## config.mk

```make
export PLATFORM = sky130hd
export DESIGN_NAME = lu_idx_gen
export DESIGN_NICKNAME = d
export VERILOG_FILES = /design/src/rtl/lu_idx_pkg.sv /design/src/rtl/lu_idx_step.sv /design/src/rtl/lu_idx_front.sv /design/src/rtl/lu_idx_outreg.sv /design/src/rtl/lu_idx_gen.sv
export SDC_FILE = /design/constraint.sdc
export NUM_CORES = 1
export LEC_CHECK = 0
export BUFFER_PORTS_ARGS = -buffer_cell sky130_fd_sc_hd__buf_2
export CAP_MARGIN = 20
export CORE_MARGIN = 5
export CORE_UTILIZATION = 35
export CTS_CLUSTER_DIAMETER = 150
export CTS_CLUSTER_SIZE = 8
export DETAILED_ROUTE_END_ITERATION = 8
export GPL_ROUTABILITY_DRIVEN = 0
export SLEW_MARGIN = 20
export SYNTH_ARGS = -nofsm -noshare
export SYNTH_HDL_FRONTEND = slang
export SYNTH_HIERARCHICAL = 1
export SYNTH_SLANG_ARGS = --single-unit
```

## constraint.sdc

```tcl
create_clock -name clk -period 4.1 [get_ports clk]
set_input_delay 0.205 -clock clk [delete_from_list [all_inputs] [get_ports clk]]
set_output_delay 0.205 -clock clk [all_outputs]
set_load 0.1 [all_outputs]
```

## src/rtl/lu_idx_pkg.sv

```systemverilog
package lu_idx_pkg;

   typedef enum logic [1:0] {
      STEP_J   = 2'd0,
      STEP_K   = 2'd1,
      STEP_I   = 2'd2,
      STEP_END = 2'd3
   } step_e;

   function automatic bit is_pow2(input int unsigned v);
      return (v != 0) && ((v & (v - 1)) == 0);
   endfunction

endpackage

```

## src/rtl/lu_idx_step.sv

```systemverilog
module lu_idx_step
   import lu_idx_pkg::*;
#(
   parameter int K    = 8,
   parameter int NMAX = 128,
   localparam int IW  = $clog2(NMAX) + 1,
   localparam int EW  = IW + 2
) (
   input  logic [IW-1:0] n,
   input  logic [IW-1:0] cur_i,
   input  logic [IW-1:0] cur_k,
   input  logic [IW-1:0] cur_j,
   output logic [IW-1:0] nxt_i,
   output logic [IW-1:0] nxt_k,
   output logic [IW-1:0] nxt_j,
   output logic          is_last
);

   logic          j_end;
   logic          k_end;
   logic          i_end;
   logic [IW-1:0] k_base;
   logic [EW-1:0] k_probe;
   step_e         kind;

   assign j_end   = (cur_j == n);
   assign i_end   = (cur_i == n);
   assign k_probe = EW'(cur_k) + EW'(2 * K);
   assign k_end   = (k_probe > (EW'(n) + EW'(1)));

   generate
      if (K == 1) begin : g_unit
         assign k_base = cur_i;
      end else begin : g_masked
         localparam logic [IW-1:0] KMASK = ~IW'(K - 1);
         assign k_base = cur_i & KMASK;
      end
   endgenerate

   always_comb begin
      if (!j_end)      kind = STEP_J;
      else if (!k_end) kind = STEP_K;
      else if (!i_end) kind = STEP_I;
      else             kind = STEP_END;
   end

   always_comb begin
      nxt_i = cur_i;
      nxt_k = cur_k;
      nxt_j = cur_j;
      unique case (kind)
         STEP_J: nxt_j = cur_j + IW'(1);
         STEP_K: begin
            nxt_k = cur_k + IW'(K);
            nxt_j = cur_i;
         end
         STEP_I: begin
            nxt_i = cur_i + IW'(1);
            nxt_k = k_base;
            nxt_j = cur_i + IW'(1);
         end
         default: ;
      endcase
   end

   assign is_last = (kind == STEP_END);

endmodule

```

## src/rtl/lu_idx_front.sv

```systemverilog
module lu_idx_front #(
   parameter int K    = 8,
   parameter int NMAX = 128,
   localparam int IW  = $clog2(NMAX) + 1
) (
   input  logic          clk,
   input  logic          rst_n,
   input  logic          launch,
   input  logic          advance,
   input  logic [IW-1:0] n_in,
   output logic [IW-1:0] n_q,
   output logic          s1_valid,
   output logic [IW-1:0] s1_i,
   output logic [IW-1:0] s1_k,
   output logic [IW-1:0] s1_j,
   output logic          s1_last
);

   logic [IW-1:0] nx_i;
   logic [IW-1:0] nx_k;
   logic [IW-1:0] nx_j;

   lu_idx_step #(.K(K), .NMAX(NMAX)) u_step (
      .n       (n_q),
      .cur_i   (s1_i),
      .cur_k   (s1_k),
      .cur_j   (s1_j),
      .nxt_i   (nx_i),
      .nxt_k   (nx_k),
      .nxt_j   (nx_j),
      .is_last (s1_last)
   );

   always_ff @(posedge clk) begin
      if (!rst_n) begin
         n_q      <= '0;
         s1_valid <= 1'b0;
         s1_i     <= '0;
         s1_k     <= '0;
         s1_j     <= '0;
      end else if (launch) begin
         n_q      <= n_in;
         s1_valid <= 1'b1;
         s1_i     <= IW'(1);
         s1_k     <= '0;
         s1_j     <= IW'(1);
      end else if (advance && s1_valid) begin
         if (s1_last) begin
            s1_valid <= 1'b0;
         end else begin
            s1_i <= nx_i;
            s1_k <= nx_k;
            s1_j <= nx_j;
         end
      end
   end

endmodule

```

## src/rtl/lu_idx_outreg.sv

```systemverilog
module lu_idx_outreg #(
   parameter int NMAX = 128,
   localparam int IW  = $clog2(NMAX) + 1
) (
   input  logic          clk,
   input  logic          rst_n,
   input  logic          advance,
   input  logic          in_valid,
   input  logic [IW-1:0] in_i,
   input  logic [IW-1:0] in_k,
   input  logic [IW-1:0] in_j,
   input  logic          in_last,
   input  logic          ready,
   output logic          out_valid,
   output logic [IW-1:0] out_i,
   output logic [IW-1:0] out_k,
   output logic [IW-1:0] out_j,
   output logic          out_done
);

   logic out_last;

   always_ff @(posedge clk) begin
      if (!rst_n) begin
         out_valid <= 1'b0;
         out_i     <= '0;
         out_k     <= '0;
         out_j     <= '0;
         out_last  <= 1'b0;
         out_done  <= 1'b0;
      end else begin
         if (advance) begin
            out_valid <= in_valid;
            out_i     <= in_i;
            out_k     <= in_k;
            out_j     <= in_j;
            out_last  <= in_valid && in_last;
         end
         out_done <= out_valid && ready && out_last;
      end
   end

endmodule

```

## src/rtl/lu_idx_gen.sv

```systemverilog
module lu_idx_gen
   import lu_idx_pkg::*;
#(
   parameter int K    = 8,
   parameter int NMAX = 128,
   localparam int IW  = $clog2(NMAX) + 1
) (
   input  logic          clk,
   input  logic          rst_n,
   input  logic          start,
   input  logic [IW-1:0] n_order,
   input  logic          ready,
   output logic          idx_valid,
   output logic [IW-1:0] idx_i,
   output logic [IW-1:0] idx_k,
   output logic [IW-1:0] idx_j,
   output logic          done
);

   // parameter legality
   generate
      if (!is_pow2(K) || !is_pow2(NMAX) || (K > NMAX)) begin : g_bad_param
         $error("lu_idx_gen: K and NMAX must be powers of two with K <= NMAX");
      end
   endgenerate

   logic          busy;
   logic          launch;
   logic          advance;
   logic [IW-1:0] n_q;
   logic          s1_valid;
   logic [IW-1:0] s1_i;
   logic [IW-1:0] s1_k;
   logic [IW-1:0] s1_j;
   logic          s1_last;

   assign busy    = s1_valid || idx_valid;
   assign launch  = start && !busy;           // ignored while busy
   assign advance = ready || !idx_valid;      // hold while stalled

   lu_idx_front #(.K(K), .NMAX(NMAX)) u_front (
      .clk      (clk),
      .rst_n    (rst_n),
      .launch   (launch),
      .advance  (advance),
      .n_in     (n_order),
      .n_q      (n_q),
      .s1_valid (s1_valid),
      .s1_i     (s1_i),
      .s1_k     (s1_k),
      .s1_j     (s1_j),
      .s1_last  (s1_last)
   );

   lu_idx_outreg #(.NMAX(NMAX)) u_out (
      .clk       (clk),
      .rst_n     (rst_n),
      .advance   (advance),
      .in_valid  (s1_valid),
      .in_i      (s1_i),
      .in_k      (s1_k),
      .in_j      (s1_j),
      .in_last   (s1_last),
      .ready     (ready),
      .out_valid (idx_valid),
      .out_i     (idx_i),
      .out_k     (idx_k),
      .out_j     (idx_j),
      .out_done  (done)
   );

endmodule

```

# Word level (Yosys, flattened, before mapping)
# Index checks and enable logic that the tools add are counted.
# classes
n_addsub,5
order_cmp,1
n_eq_ne,6
mux,15
bitwise,2
reduce_logical,23
# ops
operator,count
8-bit one-hot mux with 3 select lines,1
8-bit by 1-bit adder with 8-bit output (second input constant),2
8-bit == test,2
8-bit one-hot mux with 2 select lines,1
3-bit AND reduction,5
1-bit two-way mux,11
8-bit by 1-bit adder with 9-bit output (second input constant),1
8-bit by 5-bit adder with 9-bit output (second input constant),1
9-bit > comparator,1
8-bit by 4-bit adder with 8-bit output (second input constant),1
2-bit nonzero test,4
1-bit logical AND,5
2-bit == test (second input constant),2
2-bit two-way mux,2
4-bit nonzero test,1
3-bit nonzero test,1
2-bit by 1-bit == test with 1-bit output (second input constant),1
1-bit zero test,2
2-bit zero test,1
1-bit logical OR,2
2-bit != test (second input constant),1
1-bit inverter,2
2-bit AND reduction,1
2-bit OR reduction,1
# word_totals
register_bits,60
in_bits,12
output_inout_bits,26
wordCells,65

# Logic depth before layout (Yosys ltp)
# Gate-level depths: netlist of the first run.
# logic_depth
ltp_word,9
mapped_depth,17
mapped_depth_nobuf,16

# Cells and area by module
# Netlist of the first run, hierarchy kept.
# modules_own_cells
mod,instances,cells_per_inst,area_each_um2,seq_area_each_um2
lu_idx_step,1,204,1378.8,0.0
lu_idx_front,1,136,1273.7,660.6
lu_idx_outreg,1,86,1032.2,540.5
lu_idx_gen,1,2,18.8,0.0

# Worst setup path after synthesis of the first run
# No wires, ideal clock.
# synth_timing
path_type,register to register
start,register u_front.n_q[0]
end,register u_front.s1_i[3]
setup_ns,0.125
t_arrival_ns,3.317
required_ns,3.975
slack_ns,0.658
path_stages_with_launch,17
path_buffers,2
synth_period_minus_slack_ns,3.442
cell_sequence,dfxtp_1 > ha_1 > nand3_1 > nor2_1 > nand3_1 > ha_1 > nand3_1 > nor4_1 > a2111oi_0 > nor4_1 > ha_1 > clkbuf_1 > buf_1 > nand4_1 > xnor2_1 > nand2_1 > a21oi_2
# synth_between
elab_chain_cells,7
word_cells_on_any_way,11
cone_classes,add/sub (1); order compare (1); eq/ne (4); mux (3); bitwise (1); reduce/logical (1)
# synth_rtl
element,line_no,rtl
start: declaration,lu_idx_front.sv:11,"output logic [IW-1:0] n_q,"
start signal: assignment,lu_idx_front.sv:42,n_q <= n_in;
8-bit by 1-bit adder with 9-bit output or 8-bit == test (tied branches),"lu_idx_step.sv:29, lu_idx_step.sv:27",
9-bit > comparator or 1-bit two-way mux (tied branches),"lu_idx_step.sv:29, lu_idx_step.sv:43",
2-bit two-way mux,lu_idx_step.sv:42,else if (!k_end) kind = STEP_K;
2-bit two-way mux *,lu_idx_step.sv:41,if (!j_end) kind = STEP_J;
2-bit == test,lu_idx_step.sv:66,assign is_last = (kind == STEP_END);
1-bit inverter (no line),-,
3-bit AND reduction (no line) *,-,
end signal: assignment,lu_idx_front.sv:51,s1_i <= nx_i;
end: declaration,lu_idx_front.sv:13,"output logic [IW-1:0] s1_i,"
# Mark *: on every way between the ends. The rest lies on a longest branch, timed or not.
# A chain may end at the register's enable or synchronous reset.

# Worst setup path after layout of the first run
# layout_timing
start,register u_front.n_q[0]
end,register u_front.s1_j[0]
# layout_between
elab_chain_cells,9
word_cells_on_any_way,18
cone_classes,add/sub (1); order compare (1); eq/ne (6); mux (7); reduce/logical (3)
# layout_rtl
element,line_no,rtl
8-bit by 1-bit adder with 9-bit output or 8-bit == test (tied branches),"lu_idx_step.sv:29, lu_idx_step.sv:27",
9-bit > comparator or 1-bit two-way mux (tied branches),"lu_idx_step.sv:29, lu_idx_step.sv:43",
2-bit two-way mux,lu_idx_step.sv:42,
2-bit two-way mux *,lu_idx_step.sv:41,
2-bit == test (tied with other cells),lu_idx_step.sv:51,unique case (kind)
8-bit one-hot mux with 3 select lines *,lu_idx_step.sv:51,
net u_front.nx_j[0],lu_idx_front.sv:21,logic [IW-1:0] nx_j;
1-bit two-way mux *,lu_idx_front.sv:48,if (s1_last) begin
1-bit two-way mux *,lu_idx_front.sv:47,end else if (advance && s1_valid) begin
1-bit two-way mux *,lu_idx_front.sv:41,end else if (launch) begin
end signal: assignment,lu_idx_front.sv:53,s1_j <= nx_j;
end: declaration,lu_idx_front.sv:15,"output logic [IW-1:0] s1_j,"
# The timed path passes the listed nets; every way through them passes the cells marked *. The select of a mux whose other input is x is not followed.

==> results of run 1 <==
==> path summary, 6_finish.rpt <==
| check | slack [ps] | cells past startpoint | startpoint | end |
|---|---|---|---|---|
| max | 410 | 16 | u_front/n_q[0] | u_front/s1_j[0] |
| min | 100 | 3 | n_order[5] | u_front/n_q[5] |
| max reg2reg | 410 | 16 | u_front/n_q[0] | u_front/s1_j[0] |
| min reg2reg | 490 | 2 | u_out/out_last | u_out/out_last |
==> layer usage <==
layer | track usage | up-vias | part of all wire
met5 | 0 | - | 0
met4 | 0.0825 | 0 | 0.030
met3 | 0.0294 | 24 | 0.055
met2 | 0.220 | 93 | 0.45
met1 | 0.190 | 1410 | 0.47
li1 | - | 1537 | -
==> power breakdown <==
group	internal (mW)	total, mW	leakage, nW	switching, mW
Sequential	0.599	0.630	0.486	0.0314
Clock	0.215	0.466	0.0848	0.251
Combinational	0.120	0.329	1.17	0.208
==> cell usage in the layout (no fill, tap or decap), types with 3 or more instances in the layout <==
cell type	synthesis	layout
inv_1	13	12
nand2_1	66	66
a21oi_1	24	24
nor4_1	7	6
and4_1	3	3
a21oi_2	15	15
clkinv_2	0	4
ha_1	18	16
nand3_1	14	14
and3_1	5	5
nand4_1	9	9
mux2i_1	34	34
xnor2_1	12	12
xor2_1	24	24
nor3_1	3	3
nor2b_1	36	36
o21ai_0	10	10
clkbuf_8	0	9
dfxtp_1	60	60
o21a_1	3	3
nor2_1	6	6
buf_4	2	5
a22o_1	3	3
buf_2	5	37
==> layout make-up <==
cell class,instances,share of cell area
Multi-Input combinational cell,324,0.553
Sequential cell,60,0.294
Clock inverter,7,0.0107
Inverter,13,0.0120
Timing Repair Buffer,43,0.0582
Clock buffer,9,0.0303
Tap cell,136,0.0417
==> flip-flops by register name, summed over array words and instances (netlist names) <==
signal            cells
u_out/out_done        1
u_out/out_i           8
u_front/s1_j          8
u_out/out_valid       1
u_front/s1_i          8
u_front/s1_valid      1
u_out/out_j           8
u_front/n_q           8
u_out/out_last        1
u_out/out_k           8
u_front/s1_k          8
==> worst max-delay path, cell delays in order, from the launching register on <==
cell and delay, ps:
dfxtp_1 460, ha_1 230, nand3_1 140, nor2_1 210, nand3_1 110, ha_1 350, nand3_1 170, nor4_2 230
a2111oi_1 110, or4_1 570, ha_2 290, inv_2 140, a21oi_1 90, a211oi_1 190, a21oi_1 60, a21oi_1 120
a21boi_0 90
==> cell families after synthesis <==
family | count (synthesis) | share of synthesized area
AO/OA/AOI/OAI | 75 | 0.140
flip-flops | 60 | 0.324
AND/OR/NAND/NOR | 160 | 0.224
multiplexers | 35 | 0.0949
adder cells (fa/ha/maj) | 18 | 0.0608
XOR/XNOR | 36 | 0.0851
buffers and inverters | 44 | 0.0706
==> stage by stage <==
stage | instances | area, um2 | util
2_1_floorplan | 428 | 3700 | -
3_3_place_gp | 575 | 3890 | 0.376
3_5_place_dp | 576 | 3900 | 0.378
4_1_cts | 592 | 4070 | 0.394
5_1_grt | 592 | 4080 | 0.395
6_report | 592 | 4080 | 0.395
==> repair_timing <==
action / 4_1_cts / 5_1_grt
gates resized for setup: 0 / 5
endpoints found under the setup margin: 0 / 9
endpoints found under the hold margin: 0 / 0
==> impl_metrics.py, run 1 <==
metrics = {
    "synth": {
        "synth_warnings": 6,
        "yosys.area.top_type_share": 0.324,
        "netlist.top_cell.by_area": "dfxtp_1",
        "synth_edf_count": 0,
        "ys_async_sr_fraction": 0,
        "synth_nets": 458,
        "synth_common_cells": "66 x nand2_1, 60 x dfxtp_1, 36 x nor2b_1",
        "synthFlopType": "dfxtp_1",
        "ys_ff_latch": 60,
        "synthesis.area_mm2": 0.00370,
        "synth_most_common_cell": "nand2_1",
        "ys_seq_area_frac": 0.324,
        "synth_area_per_cell_um2": 8.65,
        "yosysUniqueCellTypes": 51,
        "synth_area_leaders": "dfxtp_1 32%, mux2i_1 9.2%, nand2_1 6.7%, ha_1 6.1%, nor2b_1 6.1%",
        "syn_inst": 428,
    },
    "floorplanning": {
        "die-width_um": 113,
        "die_height_um": 113,
        "row_count": 37,
        "coreArea_mm2": 0.0103,
        "fp.dieArea_mm2": 0.0127,
        "ios": 38,
        "start_util": 0.359,
    },
    "clocking": {
        "cts_buffers": 9,
        "cts_tree": "done",
        "cts_htree_levels": 3,
        "path_clk_slew_ps": 70,
        "clk_path_buf_depth": 2,
        "cts_hold_buf": 0,
        "cts_setup_buffers": 0,
        "root_buffer": "clkbuf_8",
        "clock_latency_ps": 360,
        "cts.sinks": 60,
    },
    "sta": {
        "setup_ws_ps": 413,
        "fmax_mhz": 271,
        "min_period_ps": 3690,
        "finalCritPeriodShare": 0.899,
        "slew_headroom": 0.412,
        "setup_violations": 0,
        "rsz0062_at_grt": "no",
        "finClkSkew_ps": 13.4,
        "hold_viol": 0,
        "holdWs_ps": 104,
        "final-max-slew-violation-count": 0,
        "tightest_slew_ps": 882,
        "fin_setup_tns_ps": 0,
    },
    "placed_design": {
        "preCtsSetupSlack_ps": 228,
        "numPortBuffers": 37,
        "dp_hpwl_mm": 6.43,
    },
    "status": {
        "status": "finished, final reports clean",
    },
    "power": {
        "irDropWorstVdd_mv": 0.151,
        "p_per_area_mw_per_mm2": 349,
        "p_leak_nw": 1.74,
        "total_power_mw": 1.43,
    },
    "drt": {
        "wl_per_cell_um": 15.4,
        "route.detailed.drc": 0,
        "first_pass_iters": 5,
        "viasPerCell": 5.18,
        "num_vias": 3064,
        "routed_wl_mm": 9.12,
        "ant_nets": 0,
        "first_iter_violations": 180,
    },
    "setup_path": {
        "cp.required_ps": 4340,
        "critPathKind": "reg -> reg",
        "arrival_ps": 3920,
        "critical_path.max_fanout": 12,
        "cp-end-kind": "register",
        "startpoint_type": "register",
    },
    "global_routing": {
        "grt_antenna_before_repair": 0,
        "grt_util_all_layers": 0.144,
        "grt_pass1_wl_mm": 14.8,
        "grt_max_degree": 41,
        "grt_pass1_vias": 2896,
        "overflow": 0,
    },
    "finish": {
        "nFillCells": 1047,
        "insertedDiodeCount": 0,
        "drive_above_1_share": 0.184,
        "area_growth_syn_to_layout_pct": 10.2,
        "seq_area_mm2": 0.00120,
        "fin_nets": 481,
        "multi_input_area_mm2": 0.00226,
    },
    "job": {
        "cap_violations": 0,
    },
    "worst_hold_path": {
        "hold_path.class": "in -> reg",
    },
}
Note: power is estimated with default switching activity, not from simulation.
==> run 2: changes to the inputs <==
--- a/config.mk
+++ b/config.mk
@@ -9,10 +9,12 @@
 export CAP_MARGIN = 20
 export CORE_MARGIN = 5
 export CORE_UTILIZATION = 35
+export CTS_BUF_LIST = sky130_fd_sc_hd__clkbuf_8 sky130_fd_sc_hd__clkbuf_16
 export CTS_CLUSTER_DIAMETER = 150
 export CTS_CLUSTER_SIZE = 8
 export DETAILED_ROUTE_END_ITERATION = 8
 export GPL_ROUTABILITY_DRIVEN = 0
+export GPL_TIMING_DRIVEN = 0
 export SLEW_MARGIN = 20
 export SYNTH_ARGS = -nofsm -noshare
 export SYNTH_HDL_FRONTEND = slang
==> run 2 against run 1 <==
  * Design area is 4.7% higher
  * Clock power up 15%
  * Sequential power decreased by 1%
  * Cell count is 4.1% higher
  * Clock skew grew 1.0 ps
  * First-iteration DRC count rose by 20%
  * Critical endpoint is now u_front/s1_j[4]
==> impl_metrics.py, run 2 (synthesis results as in run 1) <==
metrics = {
    "status": {
        "status": "finished, final reports clean",
    },
    "global_routing": {
        "grt_antenna_before_repair": 0,
        "grt_max_degree": 14,
        "overflow": 0,
        "grt_util_all_layers": 0.141,
        "grt_pass1_vias": 2956,
        "grt_pass1_wl_mm": 14.8,
    },
    "sta": {
        "fmax_mhz": 264,
        "final-max-slew-violation-count": 0,
        "setup_ws_ps": 307,
        "hold_viol": 0,
        "slew_headroom": 0.646,
        "tightest_slew_ps": 531,
        "setup_violations": 0,
        "rsz0062_at_grt": "no",
        "finalCritPeriodShare": 0.925,
        "finClkSkew_ps": 14.5,
        "min_period_ps": 3790,
    },
    "power": {
        "internal-power_mw": 1.03,
        "clkPwrFrac": 0.354,
        "p_per_area_mw_per_mm2": 355,
        "p_switching_mw": 0.491,
        "comb_power_share": 0.236,
        "p_leak_nw": 1.84,
        "netSwitchingFraction": 0.323,
        "irDropWorstVdd_mv": 0.206,
        "seqPwrFrac": 0.410,
    },
    "setup_path": {
        "cp.required_ps": 4310,
        "arrival_ps": 4010,
        "critPathKind": "reg -> reg",
        "critical_path.max_fanout": 10,
        "cp-end-kind": "register",
        "startpoint_type": "register",
    },
    "finish": {
        "fin_nets": 505,
        "insertedDiodeCount": 0,
        "mostFrequentLayoutCell": "nand2_1",
        "drive_above_1_share": 0.198,
        "most-common-layout-cells": "66 x nand2_1, 58 x dfxtp_1, 43 x buf_2",
        "fin_area_mm2": 0.00427,
        "area_growth_syn_to_layout_pct": 15.4,
    },
    "drt": {
        "wl_per_cell_um": 14.4,
        "routed_wl_mm": 8.89,
        "first_iter_violations": 216,
        "first_pass_iters": 5,
        "top_layer": "met4",
        "drt-met1-wl_mm": 4.42,
        "met3_length_um": 450,
        "wl_met2_mm": 3.86,
        "route.detailed.drc": 0,
        "viasPerCell": 5.13,
        "num_vias": 3158,
        "ant_nets": 0,
    },
    "clocking": {
        "cts_setup_buffers": 0,
        "root_buffer": "clkbuf_8",
        "cts.sinks": 60,
        "clk_path_buf_depth": 2,
        "path_clk_slew_ps": 70,
        "cts_tree": "done",
        "clock_latency_ps": 340,
        "cts_buffers": 9,
        "cts_htree_levels": 3,
    },
    "floorplanning": {
        "ios": 38,
        "row_count": 37,
        "coreArea_mm2": 0.0103,
        "die-width_um": 113,
        "die_height_um": 113,
        "start_util": 0.359,
        "fp.dieArea_mm2": 0.0127,
    },
    "placed_design": {
        "place_area_mm2": 0.00406,
        "preCtsSetupSlack_ps": -106,
        "numPortBuffers": 37,
        "dp_hpwl_mm": 6.57,
    },
    "worst_hold_path": {
        "hold_path.class": "in -> reg",
    },
    "job": {
        "cap_violations": 0,
    },
}
-- run 2: cell types whose count changed in the layout (fill, tap and decap cells not counted), sizes merged --
| cell | change |
|---|---|
| clkinv | -2 |
| clkbuf | +16 |
| bufinv | +1 |
| buf | +9 |
-- run 2: power by group through the flow --
stage,clock network (mW),registers [mW],logic (mW)
after floorplan,0,0.654,0.248
after CTS,0.553,0.622,0.352
after detailed placement,0,0.635,0.349
after global routing,0.588,0.625,0.394
after global placement,0,0.635,0.344
final,0.537,0.622,0.359
-- run 2: critical path, cell delays in order, from the launching register on --
cell and delay, ps:
dfxtp_2 420, ha_1 210, nand3_1 140, nor2_2 200, nand3_1 110, ha_1 350, nand3_1 180, nor4_2 240
a2111oi_1 120, or4_1 590, ha_1 360, nand4_1 180, nor2_1 50, a221oi_1 270, o22ai_1 120, nand2_1 80
a21oi_2 40
-- run 2: worst paths after layout --
path	startpoint	to	slack, ps	cells past startpoint
worst max-delay path	u_front/n_q[0]	u_front/s1_j[4]	310	16
worst min-delay path	n_order[2]	u_front/n_q[2]	120	3
worst max register to register	u_front/n_q[0]	u_front/s1_j[4]	310	16
worst min register to register	u_out/out_last	u_out/out_last	470	2
-- run 2: layout make-up --
cell class | instances | area (um2)
clock buffers | 10 | 138
multi-input cells | 324 | 2250
plain buffers | 30 | 214
inverters | 13 | 48.8
flip-flops and latches | 60 | 1200
well taps | 136 | 170
repair buffers | 37 | 185
clock inverters | 6 | 63.8
fillers | 1039 | 6050
-- run 2: per-layer routing --
metal | global-route usage | up-vias
li1 | - | 1581
met1 | 0.198 | 1451
met2 | 0.216 | 111
met3 | 0.0321 | 15
met4 | 0.0409 | 0
met5 | 0 | -
-- run 2: per-stage QoR --
step                      utilization  setup TNS [ps]  hold WS [ps]  std cells  power, mW
after floorplan                     -               0           333        428      0.902
after global placement          0.393           -9.62           463        601      0.979
after detailed placement        0.393            -701           470        601      0.985
after CTS                       0.413               0           114        617       1.53
after global routing            0.414               0           111        616       1.61
final                           0.414               0           118        616       1.52
-- run 2: timing repair --
action | in CTS | in global routing
hold buffers | 0 | 0
pin swaps | 0 | 1
setup endpoints to repair | 10 | 24
gates cloned | 0 | 0
gates resized for setup | 1 | 11
==> run 3: changes to the inputs <==
--- a/config.mk
+++ b/config.mk
@@ -15,7 +15,7 @@
 export DETAILED_ROUTE_END_ITERATION = 8
 export GPL_ROUTABILITY_DRIVEN = 0
 export GPL_TIMING_DRIVEN = 0
-export SLEW_MARGIN = 20
+export SLEW_MARGIN = 15
 export SYNTH_ARGS = -nofsm -noshare
 export SYNTH_HDL_FRONTEND = slang
 export SYNTH_HIERARCHICAL = 1
==> constraint.sdc (replaced) <==
create_clock -name clk -period 3.7 [get_ports clk]
set_input_delay 0.185 -clock clk [delete_from_list [all_inputs] [get_ports clk]]
set_output_delay 0.185 -clock clk [all_outputs]
set_load 0.1 [all_outputs]
==> run 3 against run 2 <==
  * Clock power rose by 11%
  * Die area did not move
  * Maximum frequency rose by 7.5%
  * Clock skew barely moved
  * Sequential share of layout area fell by 0.56 points
  * Sequential cell count did not move
  * Non-clock buffer count rose by 3
  * Combinational power rose by 19%
  * Register-to-register slack got worse by 130 ps
  * Critical path type unchanged
==> impl_metrics.py, run 3 (synthesis results as in run 1) <==
metrics = {
    "clocking": {
        "clock_latency_ps": 340,
        "cts_tree": "done",
        "path_clk_slew_ps": 70,
        "cts.sinks": 60,
        "root_buffer": "clkbuf_8",
        "clk_path_buf_depth": 2,
        "cts_buffers": 9,
        "cts_htree_levels": 3,
    },
    "floorplanning": {
        "ios": 38,
        "fp.dieArea_mm2": 0.0127,
        "die_height_um": 113,
        "die-width_um": 113,
        "coreArea_mm2": 0.0103,
        "row_count": 37,
        "start_util": 0.359,
    },
    "setup_path": {
        "startpoint_type": "register",
        "cp.required_ps": 3910,
        "arrival_ps": 3740,
        "critPathKind": "reg -> reg",
        "critical_path.max_fanout": 10,
        "cp-end-kind": "register",
    },
    "power": {
        "irDropWorstVdd_mv": 0.222,
        "p_per_area_mw_per_mm2": 390,
        "p_leak_nw": 1.88,
    },
    "global_routing": {
        "overflow": 0,
        "grt_max_degree": 14,
        "grt_pass1_wl_mm": 14.9,
        "grt_util_all_layers": 0.141,
        "grt_antenna_before_repair": 0,
        "grt_pass1_vias": 2985,
    },
    "finish": {
        "insertedDiodeCount": 0,
        "nFillCells": 1032,
        "fin_nets": 508,
        "mostFrequentLayoutCell": "nand2_1",
        "multi_input_area_mm2": 0.00233,
        "seq_area_mm2": 0.00121,
        "drive_above_1_share": 0.232,
        "area_growth_syn_to_layout_pct": 18.4,
        "most-common-layout-cells": "65 x nand2_1, 57 x dfxtp_1, 43 x buf_2",
    },
    "sta": {
        "setup_ws_ps": 173,
        "finalCritPeriodShare": 0.953,
        "holdWs_ps": 99.0,
        "min_period_ps": 3530,
        "final-max-slew-violation-count": 0,
        "setup_violations": 0,
        "hold_viol": 0,
        "tightest_slew_ps": 513,
        "slew_headroom": 0.658,
        "finClkSkew_ps": 14.8,
        "fmax_mhz": 284,
    },
    "placed_design": {
        "numPortBuffers": 37,
        "preCtsSetupSlack_ps": -506,
        "dp_hpwl_mm": 6.57,
    },
    "drt": {
        "route.detailed.drc": 0,
        "first_iter_violations": 225,
        "num_vias": 3169,
        "routed_wl_mm": 9.04,
        "wl_per_cell_um": 14.6,
        "ant_nets": 0,
        "first_pass_iters": 6,
        "viasPerCell": 5.12,
    },
    "worst_hold_path": {
        "hold_path.class": "in -> reg",
    },
    "job": {
        "cap_violations": 0,
    },
    "status": {
        "status": "finished, final reports clean",
    },
}
[run 3: cell count changes in the layout (fill, tap and decap cells not counted), moves of 2 or more]
| cell | delta |
|---|---|
| nor4_4 | +2 |
| buf_4 | +4 |
| nand3_1 | -2 |
| ha_1 | -5 |
| ha_2 | +4 |
| dfxtp_4 | +2 |
[run 3: metal layers]
metal | vias to the layer above | part of all wire | global-route usage
li1 | 1589 | - | -
met1 | 1460 | 0.50 | 0.198
met2 | 97 | 0.43 | 0.215
met3 | 23 | 0.044 | 0.0321
met4 | 0 | 0.023 | 0.0449
met5 | - | 0 | 0
[run 3: through the flow]
| step | utilization | TNS (ps) | power [mW] | cells | cell area [um2] |
|---|---|---|---|---|---|
| floorplan | - | 0 | 1.00 | 428 | 3700 |
| global placement | 0.393 | -5570 | 1.08 | 601 | 4060 |
| detailed placement | 0.393 | -7680 | 1.09 | 601 | 4060 |
| CTS | 0.416 | 0 | 1.70 | 616 | 4290 |
| global route | 0.425 | -73.9 | 1.81 | 619 | 4380 |
| finish | 0.425 | 0 | 1.71 | 619 | 4380 |
[run 3: area by class of cell]
type                            instances  share of cell area
Tap cell                              136              0.0388
Timing Repair Buffer                   40              0.0474
Clock inverter                          6              0.0146
Sequential cell                        60               0.276
Buffer                                 30              0.0502
Inverter                               13              0.0111
Clock buffer                           10              0.0314
Multi-Input combinational cell        324               0.531
[run 3: repair_timing]
action                     CTS  global route
hold buffers                 0             0
setup buffers                0             3
pin swaps                    4             6
gates resized for setup     15            17
setup endpoints to repair   24            24
[run 3: power by group]
group	total (mW)	internal, mW	leakage [nW]	switching [mW]
sequential	0.688	0.663	0.488	0.0245
clock	0.595	0.328	0.0983	0.267
combinational	0.428	0.164	1.29	0.263
total	1.71	1.16	1.88	0.555
[run 3: worst max-delay path, cell delays in order (launching register included)]
cell and delay, ps:
dfxtp_4 400, ha_2 200, nand3_1 130, xor2_1 170
ha_1 310, nand2_2 150, o21ai_0 180, a2111o_1 460
a41o_2 240, ha_1 220, buf_2 190, buf_4 190
a222oi_1 290, mux2i_1 120, nand2_1 100, a21oi_2 50
[run 3: worst paths after layout]
check                 startpoint         endpoint  slack, ps  depth (start not counted)
setup / recovery  u_front/n_q[1]  u_front/s1_j[1]        170                         15
hold / removal        n_order[2]   u_front/n_q[2]        100                          3
hold reg to reg   u_out/out_last   u_out/out_last        470                          2
setup reg to reg  u_front/n_q[1]  u_front/s1_j[1]        170                         15
